### config.mk
export PLATFORM = sky130hd
export DESIGN_NAME = status_event_reg
export DESIGN_NICKNAME = d
export VERILOG_FILES = /design/src/rtl/sev_pkg.sv /design/src/rtl/sev_edge_detect.sv /design/src/rtl/sev_event_bits.sv /design/src/rtl/sev_summary.sv /design/src/rtl/status_event_reg.sv
export SDC_FILE = /design/constraint.sdc
export NUM_CORES = 1
export LEC_CHECK = 0
export CAP_MARGIN = 20
export CORE_MARGIN = 10
export CORE_UTILIZATION = 40
export CTS_CLUSTER_DIAMETER = 30
export DETAILED_ROUTE_END_ITERATION = 6
export GPL_ROUTABILITY_DRIVEN = 1
export PLACE_DENSITY = 0.71
export SKIP_CTS_REPAIR_TIMING = 1
export SYNTH_ARGS = -nofsm -noshare
export SYNTH_HDL_FRONTEND = slang
export SYNTH_SLANG_ARGS = --single-unit
### constraint.sdc
create_clock -name clk -period 2.8 [get_ports clk]
set_clock_uncertainty 0.05 [all_clocks]
set_input_delay 0.28 -clock clk [delete_from_list [all_inputs] [get_ports clk]]
set_output_delay 0.28 -clock clk [all_outputs]
set_load 0.005 [all_outputs]
### src/rtl/sev_pkg.sv
package sev_pkg;

   typedef enum logic [1:0] {
      RD_EVT_ALL = 2'd0,
      RD_EVT_BIT = 2'd1,
      RD_FILTER  = 2'd2,
      RD_ENABLE  = 2'd3
   } sev_rd_kind_e;

   function automatic logic [31:0] bit_mask(input int unsigned pos);
      logic [31:0] m;
      m = 32'd0;
      m[pos] = 1'b1;
      return m;
   endfunction

endpackage

### src/rtl/sev_edge_detect.sv
module sev_edge_detect #(
   parameter int unsigned WIDTH = 8,
   parameter logic [WIDTH-1:0] SKIP_MASK = '0
) (
   input  logic             clk,
   input  logic             rst_n,
   input  logic [WIDTH-1:0] cond_i,
   input  logic [WIDTH-1:0] filt_i,
   output logic [WIDTH-1:0] fall_o
);

   logic [WIDTH-1:0] cond_d;

   always_ff @(posedge clk or negedge rst_n) begin
      if (!rst_n) cond_d <= '0;
      else        cond_d <= cond_i;
   end

   for (genvar b = 0; b < WIDTH; b++) begin : g_bit
      if (SKIP_MASK[b]) begin : g_skip
         assign fall_o[b] = 1'b0;
      end else begin : g_live
         assign fall_o[b] = filt_i[b] & cond_d[b] & ~cond_i[b];
      end
   end

endmodule

### src/rtl/sev_event_bits.sv
module sev_event_bits #(
   parameter int unsigned WIDTH = 8
) (
   input  logic             clk,
   input  logic             rst_n,
   input  logic [WIDTH-1:0] set_i,
   input  logic [WIDTH-1:0] clr_i,
   output logic [WIDTH-1:0] evt_o
);

   for (genvar b = 0; b < WIDTH; b++) begin : g_cell
      logic q;
      always_ff @(posedge clk or negedge rst_n) begin
         if (!rst_n)        q <= 1'b0;
         else if (set_i[b]) q <= 1'b1;
         else if (clr_i[b]) q <= 1'b0;
      end
      assign evt_o[b] = q;
   end

endmodule

### src/rtl/sev_summary.sv
module sev_summary #(
   parameter int unsigned WIDTH = 8,
   parameter bit          REGISTERED = 1'b1
) (
   input  logic             clk,
   input  logic             rst_n,
   input  logic [WIDTH-1:0] evt_i,
   input  logic [WIDTH-1:0] enab_i,
   output logic             summary_o
);

   logic hit;
   assign hit = |(evt_i & enab_i);

   if (REGISTERED) begin : g_reg
      logic sum_q;
      always_ff @(posedge clk or negedge rst_n) begin
         if (!rst_n) sum_q <= 1'b0;
         else        sum_q <= hit;
      end
      assign summary_o = sum_q;
   end else begin : g_comb
      logic unused_clk;
      assign unused_clk = clk ^ rst_n;
      assign summary_o = hit;
   end

endmodule

### src/rtl/status_event_reg.sv
module status_event_reg
   import sev_pkg::*;
#(
   parameter int unsigned WIDTH      = 8,
   parameter int unsigned MEMFAIL_POS = 5,
   parameter int unsigned CABLE_POS   = 6,
   parameter bit          SUM_REG     = 1'b1,
   localparam int unsigned IDXW       = (WIDTH > 1) ? $clog2(WIDTH) : 1
) (
   input  logic             clk,
   input  logic             rst_n,
   input  logic [WIDTH-1:0] cond_i,
   input  logic [WIDTH-1:0] wr_data_i,
   input  logic             filt_wr_i,
   input  logic             enab_wr_i,
   input  logic             rd_en_i,
   input  logic [1:0]       rd_kind_i,
   input  logic [IDXW-1:0]  rd_idx_i,
   output logic [WIDTH-1:0] rd_data_o,
   input  logic             clr_all_i,
   input  logic             motor_on_i,
   input  logic             startup_i,
   input  logic             memfail_i,
   input  logic             cable_ok_i,
   output logic             summary_o
);

   localparam logic [31:0] MEM_M32  = bit_mask(MEMFAIL_POS);
   localparam logic [31:0] CAB_M32  = bit_mask(CABLE_POS);
   localparam logic [WIDTH-1:0] DISCRETE_MASK = MEM_M32[WIDTH-1:0] | CAB_M32[WIDTH-1:0];

   if (WIDTH < 2 || WIDTH > 32) begin : g_chk_width
      $error("status_event_reg: WIDTH must be in 2..32");
   end
   if (MEMFAIL_POS >= WIDTH || CABLE_POS >= WIDTH) begin : g_chk_pos
      $error("status_event_reg: discrete event position outside WIDTH");
   end
   if (MEMFAIL_POS == CABLE_POS) begin : g_chk_dup
      $error("status_event_reg: discrete event positions must differ");
   end

   logic [WIDTH-1:0] filt_q;
   logic [WIDTH-1:0] enab_q;
   logic [WIDTH-1:0] evt_q;
   logic [WIDTH-1:0] fall_vec;
   logic [WIDTH-1:0] disc_vec;
   logic [WIDTH-1:0] set_vec;
   logic [WIDTH-1:0] clr_vec;
   logic [WIDTH-1:0] idx_onehot;
   sev_rd_kind_e     kind;

   assign kind = sev_rd_kind_e'(rd_kind_i);

   always_ff @(posedge clk or negedge rst_n) begin
      if (!rst_n) begin
         filt_q <= '0;
         enab_q <= '0;
      end else begin
         if (filt_wr_i) filt_q <= wr_data_i;
         if (enab_wr_i) enab_q <= wr_data_i;
      end
   end

   sev_edge_detect #(
      .WIDTH     (WIDTH),
      .SKIP_MASK (DISCRETE_MASK)
   ) u_edge (
      .clk    (clk),
      .rst_n  (rst_n),
      .cond_i (cond_i),
      .filt_i (filt_q),
      .fall_o (fall_vec)
   );

   for (genvar b = 0; b < WIDTH; b++) begin : g_disc
      if (b == MEMFAIL_POS) begin : g_mem
         assign disc_vec[b] = memfail_i;
      end else if (b == CABLE_POS) begin : g_cab
         assign disc_vec[b] = ~cable_ok_i & (motor_on_i | startup_i);
      end else begin : g_none
         assign disc_vec[b] = 1'b0;
      end
   end

   assign set_vec    = fall_vec | disc_vec;
   assign idx_onehot = {{(WIDTH-1){1'b0}}, 1'b1} << rd_idx_i;

   always_comb begin
      clr_vec = '0;
      if (clr_all_i) begin
         clr_vec = '1;
      end else if (rd_en_i) begin
         case (kind)
            RD_EVT_ALL: clr_vec = '1;
            RD_EVT_BIT: clr_vec = idx_onehot;
            default:    clr_vec = '0;
         endcase
      end
   end

   sev_event_bits #(
      .WIDTH (WIDTH)
   ) u_bits (
      .clk   (clk),
      .rst_n (rst_n),
      .set_i (set_vec),
      .clr_i (clr_vec),
      .evt_o (evt_q)
   );

   always_comb begin
      rd_data_o = '0;
      if (rd_en_i) begin
         case (kind)
            RD_EVT_ALL: rd_data_o = evt_q;
            RD_EVT_BIT: rd_data_o = {{(WIDTH-1){1'b0}}, |(evt_q & idx_onehot)};
            RD_FILTER:  rd_data_o = filt_q;
            RD_ENABLE:  rd_data_o = enab_q;
            default:    rd_data_o = '0;
         endcase
      end
   end

   sev_summary #(
      .WIDTH      (WIDTH),
      .REGISTERED (SUM_REG)
   ) u_sum (
      .clk       (clk),
      .rst_n     (rst_n),
      .evt_i     (evt_q),
      .enab_i    (enab_q),
      .summary_o (summary_o)
   );

endmodule

* Word-level counts from Yosys, hierarchy flattened
Cells that the tools add are included.
** Storage, ports and cells
- Register bits after elaboration :: 33
- Input port bits :: 31
- Logic and storage cells :: 72
** Cells by class
- Equality and inequality tests :: 3
- Shifts and indexed selects :: 1
- Multiplexer cells :: 21
- Bitwise operators :: 24
- Reduce and logical (&&, ||, !) cells :: 11
** Operators by type and width (number)
- $pmux 8 s4 :: 1
- $mux 8 :: 3
- $and 8x8->8 :: 2
- $mux 1 :: 16
- $pmux 8 s2 :: 1
- $reduce_bool 2->1 :: 8
- $reduce_or 8->1 :: 2
- $and 1x1->1 :: 13
- $or 8x7->8 :: 1
- $shl 1x3->8 const A :: 1
- $not 1->1 :: 7
- $eq 2x2->1 const B :: 2
- $eq 2x1->1 const B :: 1
- $logic_not 2->1 :: 1
- $or 1x1->1 :: 1

* Longest topological paths before layout
- Word-level depth :: 6
- Gate-level depth with buffers :: 6

* By module
A second synthesis with hierarchy kept.
** Second synthesis, totals
- Cell total of the unflattened synthesis :: 167
- Area total of the unflattened synthesis :: 1769.2 um^2
** Modules (own cells, without submodules)
- status_event_reg :: instances 1, cells an instance 114, area an instance 1136.1 um^2
- sev_event_bits :: instances 1, cells an instance 32, area an instance 350.3 um^2
- sev_edge_detect :: instances 1, cells an instance 15, area an instance 221.5 um^2
- sev_summary :: instances 1, cells an instance 6, area an instance 61.3 um^2

* Least setup slack after synthesis
Ideal clock, no wire load.
- Path type :: in2out
- Start :: in rd_idx_i[1]
- End :: out rd_data_o[0]
- Arrival time :: 1046 ps
- Data required time :: 2470 ps
- Setup slack :: 1424 ps
- Stages :: 5
- Cells stage by stage :: buf_6 > mux2_4 > a221oi_2 > a21o_1 > a21oi_1
** On the way
- Longest elaborated chain between the ends :: 5
** RTL lines
- from (decl) :: line status_event_reg.sv:18 : input logic [IDXW-1:0] rd_idx_i,
- $shl 1x3->8 :: line status_event_reg.sv:86 : assign idx_onehot = {{(WIDTH-1){1'b0}}, 1'b1} << rd_idx_i;
- $and 8x8->8 :: line status_event_reg.sv:116 : RD_EVT_BIT: rd_data_o = {{(WIDTH-1){1'b0}}, |(evt_q & idx_onehot)};
- $reduce_or 8->1 :: line status_event_reg.sv:116
- $pmux 8 s4 :: line status_event_reg.sv:114 : case (kind)
- $mux 8 :: line status_event_reg.sv:113 : if (rd_en_i) begin
- to (decl) :: line status_event_reg.sv:19 : output logic [WIDTH-1:0] rd_data_o,
No other way between the ends.

* Worst setup path in the final report
Ends and elaborated chain as after synthesis.

==> results list <==
* R2r worst-path depth: 2
- Number of clock sinks seen by CTS: 31
- Number of instances in the synthesized netlist: 147
- Setup repair after global routing left no endpoint under its margin.
* Type of destination of the critical path: output pin
- The synthesized design spends more area on one cell type than any other, namely sky130_fd_sc_hd__dfrtp_1.
* Average cell area after synthesis: 10.9 um2
* GRT Residual Overflow: 0
- Crit Reg-Reg Endpoint: u_sum.summary_o$_DFF_PN0_
* Number of global-route vias before repair: 1,342
* Flip-flop and latch area: 776 um2
- Post-detailed-route count of antenna-violating nets: 0
- After the last flow step, the layout net total stands at 215.
* GR Util All Layers: 10.9%
- Summing the sequential cell areas from Yosys gives between 40% and 50% of the chip area.
- Derived from the worst setup path, the maximum achievable clock frequency is between 300 and 400 MHz.
- Summed over all layers, the routed wires come to 3.84 mm.
- Worst setup SP type: primary input
- Clock-pin slew was measured on the worst setup and hold paths at 0.06 ns.
- The cell sitting at the root of the clock tree is a sky130_fd_sc_hd__clkbuf_8.
* Start of the worst register-to-register path: enab_q[0]$_DFFE_PN0P_
- At the pin with the least slew margin, the transition time is 0.640 ns.
- Status: finished clean
- Hold timing on the final database bottoms out at a slack of approximately 0.34 ns.
- Footprint of the multi-input gates: around 730 um2
* Maximum number of pins on one net before global-route repair: 32
- Top cell type's share of synthesized area: about half
* Max_slew headroom: a little under three fifths
- The floorplan step defined a die boundary enclosing just under 7000 um2.
- Clock tree from TritonCTS: built
* Clock buffer count from CTS: 5
* Number of max-cap violations: 0
- Setup violations remaining at the end of the flow were counted as 0.
- Class of the tightest hold or removal check: primary input to asynchronous set/reset pin
- Cells taking the most area after synthesis: sky130_fd_sc_hd__dfrtp_1, sky130_fd_sc_hd__mux2_2, sky130_fd_sc_hd__a21oi_1, sky130_fd_sc_hd__o32ai_1, sky130_fd_sc_hd__a22oi_1
- The finished layout holds 233 standard cells, fillers aside.
* Number of ports placed on the die boundary: 40
- At the worst endpoint, the arrival time is 2.20 ns.
- Min Tclk post-route: 2.53 ns
- Global-route wire length before repair: around 6.3 mm
- Yosys printed 0 warnings.
- The die is ~83 um tall.
- Post-DR wirelength/cell: approximately 16 um
- Routability-driven placement finished with a final weighted congestion of 0.821.
- Leakage power of the design: 0.000862 uW
* Num rows: 22
* Via count normalized by instance count: 5.28
- H-tree levels: 2
- The first detailed-routing pass ran for 4 iterations.
* ANT cells: 0
- DR iter-0 viols: 41
- Count of input and output buffers: 37
- Area growth from synthesis to layout: 32.2%
- In this run the register-to-register setup slack is 1.83 ns.
- Detail Placement HPWL: roughly 3 mm
- For the final routed database, the setup TNS stands at 0 ns.
* Maximum number of buffers from clock root to sink: 2
* CORE AREA: 3770 um2
- After layout, the worst path uses 90.2% of the clock period.
* Worst-path maximum fanout: 9
* Vias after detailed routing: around 1,200
* Power consumption: ~1200 uW
* Insertion delay of the later-clocked pin in the worst-skew pair: 0.28 ns
- Summing every instance area after synthesis gives ~1600 um2.
- STA puts the critical path data required time at between 2 and 2.5 ns.
- In the final layout, the share of cells above drive strength 1 is 20.5%.
* Initial Utilization: 42.5%
- Net count after synthesis: 178
- The synthesized design contains 31 register bits.
- IR drop worst, VDD: 312 uV
- Filler Cells Inserted: 316
- Power per unit of standard cell area: 553 nW/um2
- Final hold violation count: 0
- Inst Count DP: 225
* Count of pins over their slew limit: 0
- Library cells used by synthesis: 31
- The number of antenna violations at the first check in global routing was 0.
- The critical path is of the primary input to output pin type.
- The die is 83.3 um wide.
- In the routed design, unresolved DRC markers number 0.
where the power goes:
part	switching, uW	internal (uW)	leakage, uW
Sequential	29.7	489	0.000369
Combinational	84.0	124	0.000432
Clock	157	287	0.0000612
flip-flops by register name (all words and copies together), names as in the netlist:
name             flops
filt_q               8
enab_q               8
u_edge.cond_d        6
u_sum.summary_o      1
u_bits.g_cell.q      8
metal layers:
| metal | up-vias | GRT usage (%) | part of all wire, % |
|---|---|---|---|
| met5 | - | 0 | 0 |
| met2 | 41 | 18.4 | 50 |
| met3 | 4 | 5.37 | 7.8 |
| met1 | 586 | 11.3 | 41 |
| li1 | 600 | - | - |
| met4 | 0 | 3.85 | 1.3 |
cell usage after synthesis:
master,instances
sky130_fd_sc_hd__and2_1,2
sky130_fd_sc_hd__mux2_4,2
sky130_fd_sc_hd__nand4_1,1
sky130_fd_sc_hd__nor2b_1,5
sky130_fd_sc_hd__o311ai_0,1
sky130_fd_sc_hd__buf_1,1
sky130_fd_sc_hd__nor3b_1,1
sky130_fd_sc_hd__or3_1,1
sky130_fd_sc_hd__o21bai_1,1
sky130_fd_sc_hd__buf_4,3
sky130_fd_sc_hd__buf_2,5
sky130_fd_sc_hd__nor2_1,2
sky130_fd_sc_hd__mux2_2,21
sky130_fd_sc_hd__buf_6,1
sky130_fd_sc_hd__a21o_1,1
sky130_fd_sc_hd__nor3_1,4
sky130_fd_sc_hd__or3b_1,1
sky130_fd_sc_hd__mux2i_1,3
sky130_fd_sc_hd__dfrtp_1,31
sky130_fd_sc_hd__clkbuf_1,2
sky130_fd_sc_hd__nand3b_1,2
sky130_fd_sc_hd__o21ai_0,3
sky130_fd_sc_hd__a21oi_1,15
sky130_fd_sc_hd__nor2b_4,1
sky130_fd_sc_hd__nand3_1,3
sky130_fd_sc_hd__o32ai_1,7
sky130_fd_sc_hd__inv_1,7
sky130_fd_sc_hd__a22oi_1,5
sky130_fd_sc_hd__a221oi_2,1
sky130_fd_sc_hd__nand2b_1,4
sky130_fd_sc_hd__nand2_1,10
cells by family after synthesis:
group	synth area share, %
simple gates	12.9
compound gates	14.2
flops	48.4
mux	18.5
buf+inv	6.01
layout make-up:
cell class,count,area share (%)
Clock buffer,6,3.90
Clock inverter,2,1.65
Inverter,7,1.24
Multi-Input combinational cell,97,34.5
Sequential cell,31,36.6
Tap cell,48,2.84
Timing Repair Buffer,42,19.3
cells in the final DEF (no fill, tap or decap):
| cell | synthesis | layout |
|---|---|---|
| sky130_fd_sc_hd__mux2_4 | 2 | 2 |
| sky130_fd_sc_hd__nor2b_4 | 1 | 1 |
| sky130_fd_sc_hd__o21ai_0 | 3 | 3 |
| sky130_fd_sc_hd__o32ai_1 | 7 | 7 |
| sky130_fd_sc_hd__or3b_1 | 1 | 1 |
| sky130_fd_sc_hd__clkdlybuf4s50_1 | 0 | 37 |
| sky130_fd_sc_hd__dfrtp_1 | 31 | 31 |
| sky130_fd_sc_hd__bufinv_16 | 0 | 1 |
| sky130_fd_sc_hd__nand2_1 | 10 | 10 |
| sky130_fd_sc_hd__o21bai_1 | 1 | 1 |
| sky130_fd_sc_hd__or3_1 | 1 | 1 |
| sky130_fd_sc_hd__nand4_1 | 1 | 1 |
| sky130_fd_sc_hd__a221oi_2 | 1 | 1 |
| sky130_fd_sc_hd__a21o_1 | 1 | 1 |
| sky130_fd_sc_hd__clkinv_2 | 0 | 1 |
| sky130_fd_sc_hd__buf_4 | 3 | 5 |
| sky130_fd_sc_hd__o311ai_0 | 1 | 1 |
| sky130_fd_sc_hd__nor2_1 | 2 | 2 |
| sky130_fd_sc_hd__mux2i_1 | 3 | 3 |
| sky130_fd_sc_hd__a21oi_1 | 15 | 15 |
| sky130_fd_sc_hd__inv_1 | 7 | 7 |
| sky130_fd_sc_hd__nor3_1 | 4 | 4 |
| sky130_fd_sc_hd__nor3b_1 | 1 | 1 |
| sky130_fd_sc_hd__nor2b_1 | 5 | 5 |
| sky130_fd_sc_hd__nand2b_1 | 4 | 4 |
| sky130_fd_sc_hd__and2_1 | 2 | 2 |
| sky130_fd_sc_hd__nand3_1 | 3 | 3 |
| sky130_fd_sc_hd__mux2_2 | 21 | 21 |
| sky130_fd_sc_hd__clkbuf_8 | 0 | 6 |
| sky130_fd_sc_hd__nand3b_1 | 2 | 2 |
| sky130_fd_sc_hd__a22oi_1 | 5 | 5 |
critical path: stages:
cell and delay (ns):
sky130_fd_sc_hd__clkdlybuf4s50_1 0.66, sky130_fd_sc_hd__nor2b_4 0.25, sky130_fd_sc_hd__a22oi_1 0.08, sky130_fd_sc_hd__a21o_1 0.20
sky130_fd_sc_hd__a21oi_1 0.19, sky130_fd_sc_hd__clkdlybuf4s50_1 0.54
per-stage QoR:
stage,utilization (%),instance area [um2],worst slack (ns)
floorplan,-,1600,1.42
detailed placement,53.1,2000,0.297
global route,56.2,2120,0.155
CTS,56.2,2120,0.273
global placement,53.1,2000,0.290
finish,56.2,2120,0.273
how the worst max path moves through the flow:
stage                    to         start  cells after the start
3_3_place_gp   rd_data_o[0]   rd_idx_i[1]                      6
2_1_floorplan  rd_data_o[0]   rd_idx_i[1]                      5
4_1_cts        rd_data_o[3]  rd_kind_i[0]                      6
5_1_grt        rd_data_o[0]  rd_kind_i[0]                      5
6_report       rd_data_o[0]   rd_idx_i[1]                      6
3_5_place_dp   rd_data_o[3]  rd_kind_i[0]                      6
(Power assumes the default switching activity.)
